[config.mk]
export PLATFORM = sky130hd
export DESIGN_NAME = vr_fm_read_ctl
export DESIGN_NICKNAME = d
export VERILOG_FILES = /design/src/rtl/vr_pkg.sv /design/src/rtl/vr_timing.sv /design/src/rtl/vr_mode_ctl.sv /design/src/rtl/vr_strobe_gen.sv /design/src/rtl/vr_blank_path.sv /design/src/rtl/vr_fm_read_ctl.sv
export SDC_FILE = /design/constraint.sdc
export NUM_CORES = 1
export LEC_CHECK = 0
export BUFFER_PORTS_ARGS = -buffer_cell sky130_fd_sc_hd__buf_2
export CAP_MARGIN = 20
export CORE_ASPECT_RATIO = 1.4
export CORE_UTILIZATION = 50
export CTS_BUF_LIST = sky130_fd_sc_hd__clkbuf_16
export CTS_CLUSTER_DIAMETER = 120
export DETAILED_ROUTE_END_ITERATION = 7
export GPL_TIMING_DRIVEN = 0
export PLACE_DENSITY_LB_ADDON = 0.3
export SETUP_SLACK_MARGIN = 0.4
export SYNTH_ARGS = -nofsm -noshare
export SYNTH_HDL_FRONTEND = slang
export SYNTH_SLANG_ARGS = --single-unit
[constraint.sdc]
create_clock -name clk_i -period 2.3 [get_ports clk_i]
set_input_delay 0.46 -clock clk_i [delete_from_list [all_inputs] [get_ports clk_i]]
set_output_delay 0.46 -clock clk_i [all_outputs]
set_load 0.01 [all_outputs]
[src/rtl/vr_pkg.sv]
package vr_pkg;
  typedef enum logic [1:0] {
    MODE_BYP  = 2'd0,
    MODE_CAM  = 2'd1,
    MODE_MPIC = 2'd2,
    MODE_FILM = 2'd3
  } vr_mode_e;

  function automatic vr_mode_e decode_mode(input logic interp, input logic film);
    case ({interp, film})
      2'b00:   return MODE_BYP;
      2'b10:   return MODE_CAM;
      2'b01:   return MODE_MPIC;
      default: return MODE_FILM;
    endcase
  endfunction
endpackage

[src/rtl/vr_timing.sv]
module vr_timing #(
  parameter int FW = 12,
  parameter int LW = 10
) (
  input  logic          clk_i,
  input  logic          rst_ni,
  input  logic          href_i,
  input  logic          vref_i,
  output logic          pix_stb_o,
  output logic          vref_rise_o,
  output logic [FW-1:0] fcnt_o,
  output logic [LW-1:0] line_o
);
  logic phase_q, href_q, vref_q, pend_q, href_rise;

  assign pix_stb_o   = phase_q;
  assign href_rise   = phase_q & href_i & ~href_q;
  assign vref_rise_o = phase_q & vref_i & ~vref_q;

  always_ff @(posedge clk_i or negedge rst_ni) begin
    if (!rst_ni) begin
      phase_q <= 1'b0;
      href_q  <= 1'b0;
      vref_q  <= 1'b0;
      pend_q  <= 1'b0;
      fcnt_o  <= '1;
      line_o  <= '1;
    end else begin
      phase_q <= ~phase_q;
      if (phase_q) begin
        href_q <= href_i;
        vref_q <= vref_i;
      end
      if (href_rise) fcnt_o <= '0;
      else if (fcnt_o != '1) fcnt_o <= fcnt_o + 1'b1;
      if (href_rise) begin
        pend_q <= 1'b0;
        if (pend_q | vref_rise_o) line_o <= '0;
        else if (line_o != '1) line_o <= line_o + 1'b1;
      end else if (vref_rise_o) begin
        pend_q <= 1'b1;
      end
    end
  end
endmodule

[src/rtl/vr_mode_ctl.sv]
module vr_mode_ctl
  import vr_pkg::*;
(
  input  logic       clk_i,
  input  logic       rst_ni,
  input  logic       pix_stb_i,
  input  logic       vref_rise_i,
  input  logic       interp_i,
  input  logic       film_i,
  input  logic       field_even_i,
  output vr_mode_e   mode_o,
  output logic       fld_rd_o,
  output logic [2:0] dly_o
);
  logic fld_cap_q;

  always_ff @(posedge clk_i or negedge rst_ni) begin
    if (!rst_ni) begin
      mode_o    <= MODE_BYP;
      fld_cap_q <= 1'b0;
      fld_rd_o  <= 1'b0;
    end else begin
      if (pix_stb_i) mode_o <= decode_mode(interp_i, film_i);
      // parity seen upstream is read back one field later
      if (vref_rise_i) begin
        fld_cap_q <= field_even_i;
        fld_rd_o  <= fld_cap_q;
      end
    end
  end

  always_comb begin
    case (mode_o)
      MODE_CAM:  dly_o = fld_rd_o ? 3'd4 : 3'd3;
      MODE_FILM: dly_o = fld_rd_o ? 3'd3 : 3'd2;
      default:   dly_o = 3'd0;
    endcase
  end
endmodule

[src/rtl/vr_strobe_gen.sv]
module vr_strobe_gen
  import vr_pkg::*;
#(
  parameter int FW       = 12,
  parameter int LINE_PIX = 1024,
  parameter int RE_LEAD  = 127,
  parameter int RE_WIDTH = 1680,
  parameter int RSTR_LAG = 2016
) (
  input  logic          clk_i,
  input  logic          rst_ni,
  input  logic          pix_stb_i,
  input  logic          vref_rise_i,
  input  logic [FW-1:0] fcnt_i,
  input  vr_mode_e      mode_i,
  output logic          re_fm2_o,
  output logic          re_fm3_o,
  output logic          oe_fm2_o,
  output logic          oe_fm3_o,
  output logic          rstr_o
);
  localparam logic [FW-1:0] LINE_F = FW'(2 * LINE_PIX);
  localparam logic [FW-1:0] RE_ON  = FW'(2 * LINE_PIX - RE_LEAD);
  localparam logic [FW-1:0] RE_OFF = FW'(RE_WIDTH - RE_LEAD);
  localparam logic [FW-1:0] RS_AT  = FW'(RSTR_LAG);

  logic rstr_q, re_win, mpic;

  always_ff @(posedge clk_i or negedge rst_ni) begin
    if (!rst_ni) rstr_q <= 1'b0;
    else         rstr_q <= vref_rise_i;
  end

  assign mpic   = (mode_i == MODE_MPIC);
  // pulse wraps across the reference: lead part, then tail part
  assign re_win = ((fcnt_i >= RE_ON) && (fcnt_i < LINE_F)) || (fcnt_i < RE_OFF);

  assign re_fm2_o = mpic | re_win;
  assign re_fm3_o = ~mpic & re_win;
  assign oe_fm2_o = mpic | (re_win & ~pix_stb_i);
  assign oe_fm3_o = ~mpic & re_win & pix_stb_i;
  assign rstr_o   = mpic ? (fcnt_i == RS_AT) : rstr_q;
endmodule

[src/rtl/vr_blank_path.sv]
module vr_blank_path
  import vr_pkg::*;
#(
  parameter int FW        = 12,
  parameter int LW        = 10,
  parameter int YW        = 8,
  parameter int CW        = 4,
  parameter int OUT_LAG   = 80,
  parameter int ACT_PIX   = 720,
  parameter int ACT_L0    = 23,
  parameter int ACT_LINES = 288,
  parameter int BLANK_Y   = 16
) (
  input  logic          clk_i,
  input  logic          rst_ni,
  input  logic          pix_stb_i,
  input  logic [FW-1:0] fcnt_i,
  input  logic [LW-1:0] line_i,
  input  logic [2:0]    dly_i,
  input  vr_mode_e      mode_i,
  input  logic [YW-1:0] y_i,
  input  logic [CW-1:0] uv_i,
  output logic [YW-1:0] y_o,
  output logic [CW-1:0] uv_o
);
  localparam int PW = FW - 1;
  localparam int DW = YW + CW;
  localparam int NSTG = 2;
  localparam logic [PW-1:0] PX_LO = PW'(OUT_LAG);
  localparam logic [PW-1:0] PX_HI = PW'(OUT_LAG + ACT_PIX);
  localparam logic [DW-1:0] BLANK = {YW'(BLANK_Y), CW'(0)};

  logic [PW-1:0] pix;
  logic [LW-1:0] ln_lo, ln_hi;
  logic          win;
  logic [DW-1:0] stg_q [NSTG];

  assign pix   = fcnt_i[FW-1:1];
  assign ln_lo = LW'(ACT_L0) + LW'(dly_i);
  assign ln_hi = ln_lo + LW'(ACT_LINES);
  assign win   = (pix >= PX_LO) && (pix < PX_HI) && (line_i >= ln_lo) && (line_i < ln_hi);

  always_ff @(posedge clk_i or negedge rst_ni) begin
    if (!rst_ni)        stg_q[0] <= BLANK;
    else if (pix_stb_i) stg_q[0] <= win ? {y_i, uv_i} : BLANK;
  end

  for (genvar g = 1; g < NSTG; g++) begin : g_stg
    always_ff @(posedge clk_i or negedge rst_ni) begin
      if (!rst_ni)        stg_q[g] <= BLANK;
      else if (pix_stb_i) stg_q[g] <= stg_q[g-1];
    end
  end

  assign {y_o, uv_o} = (mode_i == MODE_MPIC) ? stg_q[NSTG-1] : stg_q[0];
endmodule

[src/rtl/vr_fm_read_ctl.sv]
module vr_fm_read_ctl
  import vr_pkg::*;
#(
  parameter int LINE_PIX  = 1024,
  parameter int RE_LEAD   = 127,
  parameter int RE_WIDTH  = 1680,
  parameter int RSTR_LAG  = 2016,
  parameter int OUT_LAG   = 80,
  parameter int ACT_PIX   = 720,
  parameter int ACT_L0    = 23,
  parameter int ACT_LINES = 288,
  parameter int LW        = 10,
  parameter int YW        = 8,
  parameter int CW        = 4,
  localparam int FW       = $clog2(LINE_PIX) + 2,
  localparam int PW       = FW - 1
) (
  input  logic          clk_i,
  input  logic          rst_ni,
  input  logic          href_i,
  input  logic          vref_i,
  input  logic          field_even_i,
  input  logic          interp_i,
  input  logic          film_i,
  input  logic [YW-1:0] y_i,
  input  logic [CW-1:0] uv_i,
  output logic          re_fm2_o,
  output logic          re_fm3_o,
  output logic          oe_fm2_o,
  output logic          oe_fm3_o,
  output logic          rstr_o,
  output logic          pix_stb_o,
  output logic [PW-1:0] pix_cnt_o,
  output logic [LW-1:0] line_cnt_o,
  output logic [1:0]    mode_o,
  output logic          fld_rd_o,
  output logic [2:0]    line_dly_o,
  output logic [YW-1:0] y_o,
  output logic [CW-1:0] uv_o
);
  logic          vref_rise;
  logic [FW-1:0] fcnt;
  vr_mode_e      mode;

  vr_timing #(.FW(FW), .LW(LW)) u_timing (
    .clk_i, .rst_ni, .href_i, .vref_i,
    .pix_stb_o, .vref_rise_o(vref_rise), .fcnt_o(fcnt), .line_o(line_cnt_o)
  );

  vr_mode_ctl u_mode (
    .clk_i, .rst_ni, .pix_stb_i(pix_stb_o), .vref_rise_i(vref_rise),
    .interp_i, .film_i, .field_even_i,
    .mode_o(mode), .fld_rd_o, .dly_o(line_dly_o)
  );

  vr_strobe_gen #(
    .FW(FW), .LINE_PIX(LINE_PIX), .RE_LEAD(RE_LEAD),
    .RE_WIDTH(RE_WIDTH), .RSTR_LAG(RSTR_LAG)
  ) u_strobe (
    .clk_i, .rst_ni, .pix_stb_i(pix_stb_o), .vref_rise_i(vref_rise),
    .fcnt_i(fcnt), .mode_i(mode),
    .re_fm2_o, .re_fm3_o, .oe_fm2_o, .oe_fm3_o, .rstr_o
  );

  vr_blank_path #(
    .FW(FW), .LW(LW), .YW(YW), .CW(CW), .OUT_LAG(OUT_LAG),
    .ACT_PIX(ACT_PIX), .ACT_L0(ACT_L0), .ACT_LINES(ACT_LINES)
  ) u_blank (
    .clk_i, .rst_ni, .pix_stb_i(pix_stb_o), .fcnt_i(fcnt), .line_i(line_cnt_o),
    .dly_i(line_dly_o), .mode_i(mode), .y_i, .uv_i, .y_o, .uv_o
  );

  assign pix_cnt_o = fcnt[FW-1:1];
  assign mode_o    = mode;
endmodule

---- Word level (Yosys, flattened, before mapping) ----
Index checks and enable logic that the tools add are counted.
storage, ports and cells
  bits in latches ......................... 0
  RAM bits ................................ 0
  logic and storage cells ................. 68
  bits in registers ....................... 55
  output and inout port bits .............. 45
  ROM bits ................................ 0
  memories ................................ 0
operators by class
  reductions and logical operators ........ 10
  multipliers ............................. 0
  magnitude comparators ................... 7
  $add $sub $neg .......................... 4
  equal/unequal tests ..................... 8
  bitwise logic cells ..................... 14
  shift operators ......................... 0
  divide/modulo/power cells ............... 0
  muxes and demuxes ....................... 13
operators by type and width
  cell                                                                                   count
  12-bit 2-to-1 mux                                                                      4
  10-bit 2-to-1 mux                                                                      2
  12-bit by 1-bit adder with 12-bit output, second input constant                        1
  12-bit by 11-bit == test with 1-bit output, second input constant                      1
  12-bit by 11-bit greater-or-equal comparator with 1-bit output, second input constant  1
  12-bit by 11-bit less-than comparator with 1-bit output, second input constant         1
  12-bit less-than comparator, second input constant                                     1
  12-bit inequality test, second input constant                                          1
  11-bit by 7-bit greater-or-equal comparator with 1-bit output, second input constant   1
  11-bit by 10-bit less-than comparator with 1-bit output, second input constant         1
  10-bit by 1-bit adder with 10-bit output, second input constant                        1
  10-bit by 9-bit adder with 10-bit output, second input constant                        1
  10-bit greater-or-equal comparator                                                     1
  10-bit less-than comparator                                                            1
  10-bit inequality test, second input constant                                          1
  1-bit bitwise AND                                                                      7
  5-bit by 3-bit adder with 6-bit output, first input constant                           1
  2-bit == test, second input constant                                                   3
  2-bit case mux with 3 select lines                                                     1
  3-bit case mux with 2 select lines                                                     1
  2-bit nonzero test                                                                     3
  2-bit by 1-bit == test with 1-bit output, second input constant                        2
  1-bit logical AND                                                                      4
  1-bit 2-to-1 mux                                                                       4
  6 further kinds                                                                        11

---- Depth between registers and ports, before layout ----
  word-level depth ........................ 7
  mapped depth ............................ 10

---- Hierarchy ----
Synthesis repeated with hierarchy kept, for this count alone.
second synthesis, totals
  cell total of the unflattened synthesis .. 273
  area, all modules ....................... 3,039.2 sq um
modules (own cells, without submodules)
  module         cells an instance  times used  area each (sq um)  seq. area each (sq um)
  vr_timing      136                1           1,422.6            678.2
  vr_blank_path  98                 1           1,255.0            603.1
  vr_strobe_gen  25                 1           185.2              25.0
  vr_mode_ctl    14                 1           176.4              100.1

---- Worst setup path before layout ----
OpenSTA, ideal clock, no wires.
  path type ............................... flip-flop to flip-flop
  start ................................... register u_mode.mode_o[1]
  end ..................................... register u_blank.stg_q[12] (netlist name)
  data required time ...................... 2.158 ns
  cell stages (with the launch flop) ...... 10
  arrival time ............................ 2.131 ns
  library setup time ...................... 0.142 ns
  slack ................................... 0.027 ns
  buffers on the path ..................... 1
  clock period less this slack ............ 2.273 ns
  path through ............................ dfrtp_1 -> xnor2_1 -> nand2_1 -> ha_1 -> ha_1 -> o211ai_1 -> o21ai_0 -> a21oi_1 -> clkbuf_1 -> o32ai_1
on the way
  longest elaborated chain between the ends .. 7
  elaborated cells between the ends (all ways) .. 10
ends and longest elaborated chain
  what                                                                                                   line                                      RTL
  start: declaration                                                                                     vr_mode_ctl.sv:11                         output vr_mode_e mode_o,
  start signal: assignment                                                                               vr_mode_ctl.sv:23                         if (pix_stb_i) mode_o <= decode_mode(interp_i, film_i);
  2-bit == test / 2-bit by 1-bit == test with 1-bit output (equally long branches)                       vr_mode_ctl.sv:33                         case (mode_o)
  3-bit case mux with 2 select lines *                                                                   vr_mode_ctl.sv:33
  5-bit by 3-bit adder with 6-bit output *                                                               vr_blank_path.sv:39                       assign ln_lo = LW'(ACT_L0) + LW'(dly_i);
  10-bit by 9-bit adder with 10-bit output / 10-bit greater-or-equal comparator (equally long branches)  vr_blank_path.sv:40, vr_blank_path.sv:41
  10-bit less-than comparator / 1-bit logical AND (equally long branches)                                vr_blank_path.sv:41                       assign win = (pix >= PX_LO) && (pix < PX_HI) && (line_i >= ln_lo) && (line_i < ln_hi);
  1-bit logical AND *                                                                                    vr_blank_path.sv:41
  12-bit 2-to-1 mux *                                                                                    vr_blank_path.sv:45                       else if (pix_stb_i) stg_q[0] <= win ? {y_i, uv_i} : BLANK;
  end: declaration                                                                                       vr_blank_path.sv:36                       logic [DW-1:0] stg_q [NSTG];
Mark *: on every way between the ends. The rest lies on a longest branch, timed or not.
A chain may end at the register's enable or synchronous reset.

---- Worst setup path after layout ----
  start ................................... register u_mode.fld_rd_o
  end ..................................... register u_blank.stg_q[15] (netlist name)
on the way
  longest elaborated chain between the ends .. 7
  elaborated cells between the ends (all ways) .. 10
ends and longest elaborated chain
  what                                                                                                   line                                      RTL
  start: declaration                                                                                     vr_mode_ctl.sv:12                         output logic fld_rd_o,
  start signal: assignment                                                                               vr_mode_ctl.sv:27                         fld_rd_o <= fld_cap_q;
  1-bit 2-to-1 mux / 3-bit 2-to-1 mux (equally long branches)                                            vr_mode_ctl.sv:35, vr_mode_ctl.sv:34
  3-bit case mux with 2 select lines *                                                                   vr_mode_ctl.sv:33
  5-bit by 3-bit adder with 6-bit output *                                                               vr_blank_path.sv:39
  10-bit by 9-bit adder with 10-bit output / 10-bit greater-or-equal comparator (equally long branches)  vr_blank_path.sv:40, vr_blank_path.sv:41
  10-bit less-than comparator / 1-bit logical AND (equally long branches)                                vr_blank_path.sv:41
  1-bit logical AND *                                                                                    vr_blank_path.sv:41
  12-bit 2-to-1 mux *                                                                                    vr_blank_path.sv:45
Marks and branches as above.

==> run metrics <==
largest net degree at the start of global routing=43; Final Cell Area=4540 sq um; count of cell types in the netlist=57; P_int=0.00172 W; Sequential Power Share=0.468; I/O Buffers=63; Reg2Reg Launch Point=u_mode.fld_rd_o$_DFFE_PN0P_; sequential-to-total area share from yosys stat=0.447; final setup vio count=16; share of layout cells above drive strength 1=0.567; total core area=5950 sq um; fmax=405 MHz; worst hold margin=79.9 ps; Synth top area share=0.247; CP max stage cell=dfrtp_1; WL met1=3.49 mm; worst setup slack after layout=-169 ps; Worst setup SP type=flop; via/cell ratio=6.00; number of synthesized flops with an enable pin=0; 1st-iter DRT viols=230; Worst setup EP type=flop; Hold WC Path Type=in2async; Final Core Density=0.763; max-cap violation count=0; total number of H-tree levels=2; Initial Util=0.529; DR top layer=met4; Die Y=95.9 microns; clk slew on worst S/H paths=70 ps; # IOs=64; row count=33; clock root buffer=clkbuf_16; Clk pwr share=0.297; P_sw=0.000715 W; Sink Count=55; CTS tree=yes; crit-path most repeated cell=ha_4; Setup Skew=7.19 ps; sw frac=0.293; total gr overflow=0; Most used DFF post-synth=dfrtp_1; Req. time, crit path=2420 ps; Ys Warns=0; CP peak stage delay=440 ps; DR vias=2916; fin crit period=2470 ps; Die W=69.0 microns; post-synthesis register bit count=55; synthesized instance count=322; non-filler cells, final=486; Async S/R FF share, synth=1.00; crit-path cells=xnor2_1 > nand2_1 > ha_4 > xnor2_4 > ha_4 > nand3_1 > clkbuf_2 > o21ai_1 > o32ai_4; drt total wl=9.48 mm; Critical Path Start=u_mode.fld_rd_o$_DFFE_PN0P_; Skew-Pair Late Insertion Delay=290 ps; end of the critical path=u_blank.stg_q[15]$_DFFE_PN0P_; Avg WL per Cell=19.5 microns; failing checks=setup timing; post-synth top area cell=dfrtp_1; 1st-pass router iterations=4; Overall Power=0.00244 W; ANT nets after route=0; CTS Buffer Depth=2; Final Hold Fails=0; crit path max fanout=10; combinational power share=0.234; placed inst area=3720 sq um; mapped cell area=3150 sq um; first-pass GRT wire length=14.2 mm; GPL Wtd Cong=0.860; synth top area cells=dfrtp_1 25%, dfstp_2 20%, mux2_2 6.1%, o21ai_0 5.1%, ha_1 3.6%; Inst Count DP=456; wire length on met3=464 microns; Tcrit/Tclk final=1.07; leakage power=1.95 nW; RSZ-0062 raised after global routing=true; count leader, synth=o21ai_0; R2R setup slack=-170 ps; VDD IR max=0.354 mV; Post-Syn Nets=350; run status=finished with violations; wire length on met2=5.24 mm; initial antenna violation count=0; Final HPWL DP=5.49 mm; synthesized area per cell=9.77 sq um; worst slew pin tran=1010 ps; nets@finish=443; Tot GR Track Use=0.273; P per Cell Area=538 nW/um^2; Worst slew margin=0.326; Residual DRC=0; Syn-to-layout area delta=44.1%; worst path arrival time=2590 ps; most instantiated cells after synthesis=32 x o21ai_0, 31 x dfrtp_1, 30 x nand2_1, 24 x dfstp_2, 18 x inv_1; vias in the first global route=2878; reg-to-reg endpoint=u_blank.stg_q[15]$_DFFE_PN0P_; Num CTS Buffers=5; DIE AREA=6620 sq um; R2R depth=9; Crit Path Class=reg2reg; number of max-slew violations in the final report=0; hold buffers post-CTS=0; Inserted Diodes=0
-- metrics by stage --
| stage | setup slack, ps | TNS, ps |
|---|---|---|
| floorplan | 209 | 0 |
| global placement | 6.55 | 0 |
| detailed placement | -37.0 | -87.5 |
| CTS | -118 | -381 |
| global route | -292 | -3770 |
| finish | -169 | -2100 |
-- worst min-delay path by stage --
stage | from | endpoint | slack, ps
after floorplan | rst_ni | u_blank.stg_q[0]$_DFFE_PN0P_ | 160
after global placement | u_mode.fld_cap_q$_DFFE_PN0P_ | u_mode.fld_rd_o$_DFFE_PN0P_ | 480
after detailed placement | rst_ni | u_blank.stg_q[16]$_DFFE_PN0P_ | 390
after CTS | rst_ni | u_blank.stg_q[16]$_DFFE_PN0P_ | 80
after global routing | rst_ni | u_blank.stg_q[4]$_DFFE_PN0P_ | 90
final | rst_ni | u_blank.stg_q[4]$_DFFE_PN0P_ | 80
-- cell families (layout without fill, tap and decap cells) --
| logic type | after synthesis | count (layout) | share of synthesized area |
|---|---|---|---|
| buffers and inverters | 50 | 144 | 0.0779 |
| adder cells (fa/ha/maj) | 9 | 9 | 0.0358 |
| AO/OA/AOI/OAI | 83 | 83 | 0.168 |
| XOR/XNOR | 7 | 7 | 0.0195 |
| flip-flops | 55 | 55 | 0.447 |
| AND/OR/NAND/NOR | 97 | 97 | 0.179 |
| multiplexers | 21 | 21 | 0.0736 |
-- power by group through the flow --
stage          registers, W  clock network [W]  logic (W)
2_1_floorplan       0.00113                  0   0.000267
3_3_place_gp        0.00114                  0   0.000399
3_5_place_dp        0.00114                  0   0.000409
4_1_cts             0.00113           0.000737   0.000508
5_1_grt             0.00115           0.000766   0.000622
6_report            0.00114           0.000725   0.000572
-- cell type report --
class | instances | area, sq um
clock inverters | 3 | 12.5
flip-flops and latches | 55 | 1410
plain buffers | 31 | 277
clock buffers | 5 | 125
inverters | 19 | 71.3
well taps | 70 | 87.6
fillers | 371 | 1410
multi-input cells | 217 | 1980
repair buffers | 86 | 578
-- worst max-delay path: cells and delay by family (launching register included) --
family | cells | cell delay, ps
compound gates | 2 | 440
xor+xnor | 2 | 380
flops | 1 | 440
fa+ha+maj | 2 | 480
simple gates | 2 | 290
buf+inv | 1 | 260
-- cells in the final DEF (no fill, tap or decap), types with 6 or more instances in the layout --
cell / netlist / routed
buf_2: 7 / 64
dfrtp_1: 31 / 30
dfstp_2: 24 / 24
buf_4: 11 / 23
nand2_1: 30 / 19
inv_1: 18 / 17
mux2_2: 17 / 17
o21ai_0: 32 / 13
o21ai_2: 0 / 12
buf_6: 1 / 12
nor2_1: 14 / 12
o21ai_1: 5 / 11
a21oi_1: 13 / 11
clkbuf_16: 0 / 8
nor3_1: 10 / 8
nand2_2: 0 / 6
nand3_1: 6 / 6
o32ai_4: 0 / 6
-- sequential cells by signal, indices dropped and copies added (netlist names) --
signal / cells
u_strobe.rstr_q: 1
u_mode.fld_cap_q: 1
u_timing.line_o: 10
u_timing.pend_q: 1
u_blank.stg_q: 24
u_timing.vref_q: 1
u_timing.pix_stb_o: 1
u_mode.fld_rd_o: 1
u_mode.mode_o: 2
u_timing.fcnt_o: 12
u_timing.href_q: 1
-- metal layers --
layer / up-vias / GRT usage
li1: 1347 / -
met1: 1420 / 0.309
met2: 120 / 0.505
met3: 29 / 0.0356
met4: 0 / 0.138
met5: - / 0
-- timing repair --
| item | in CTS | in global routing |
|---|---|---|
| hold endpoints to repair | 0 | 0 |
| gates cloned | 5 | 0 |
| pin swaps | 17 | 8 |
| endpoints found under the setup margin | 29 | 36 |
| gates resized for setup | 74 | 42 |
| buffers inserted | 13 | 4 |
Power figures use the tool's default switching activity.
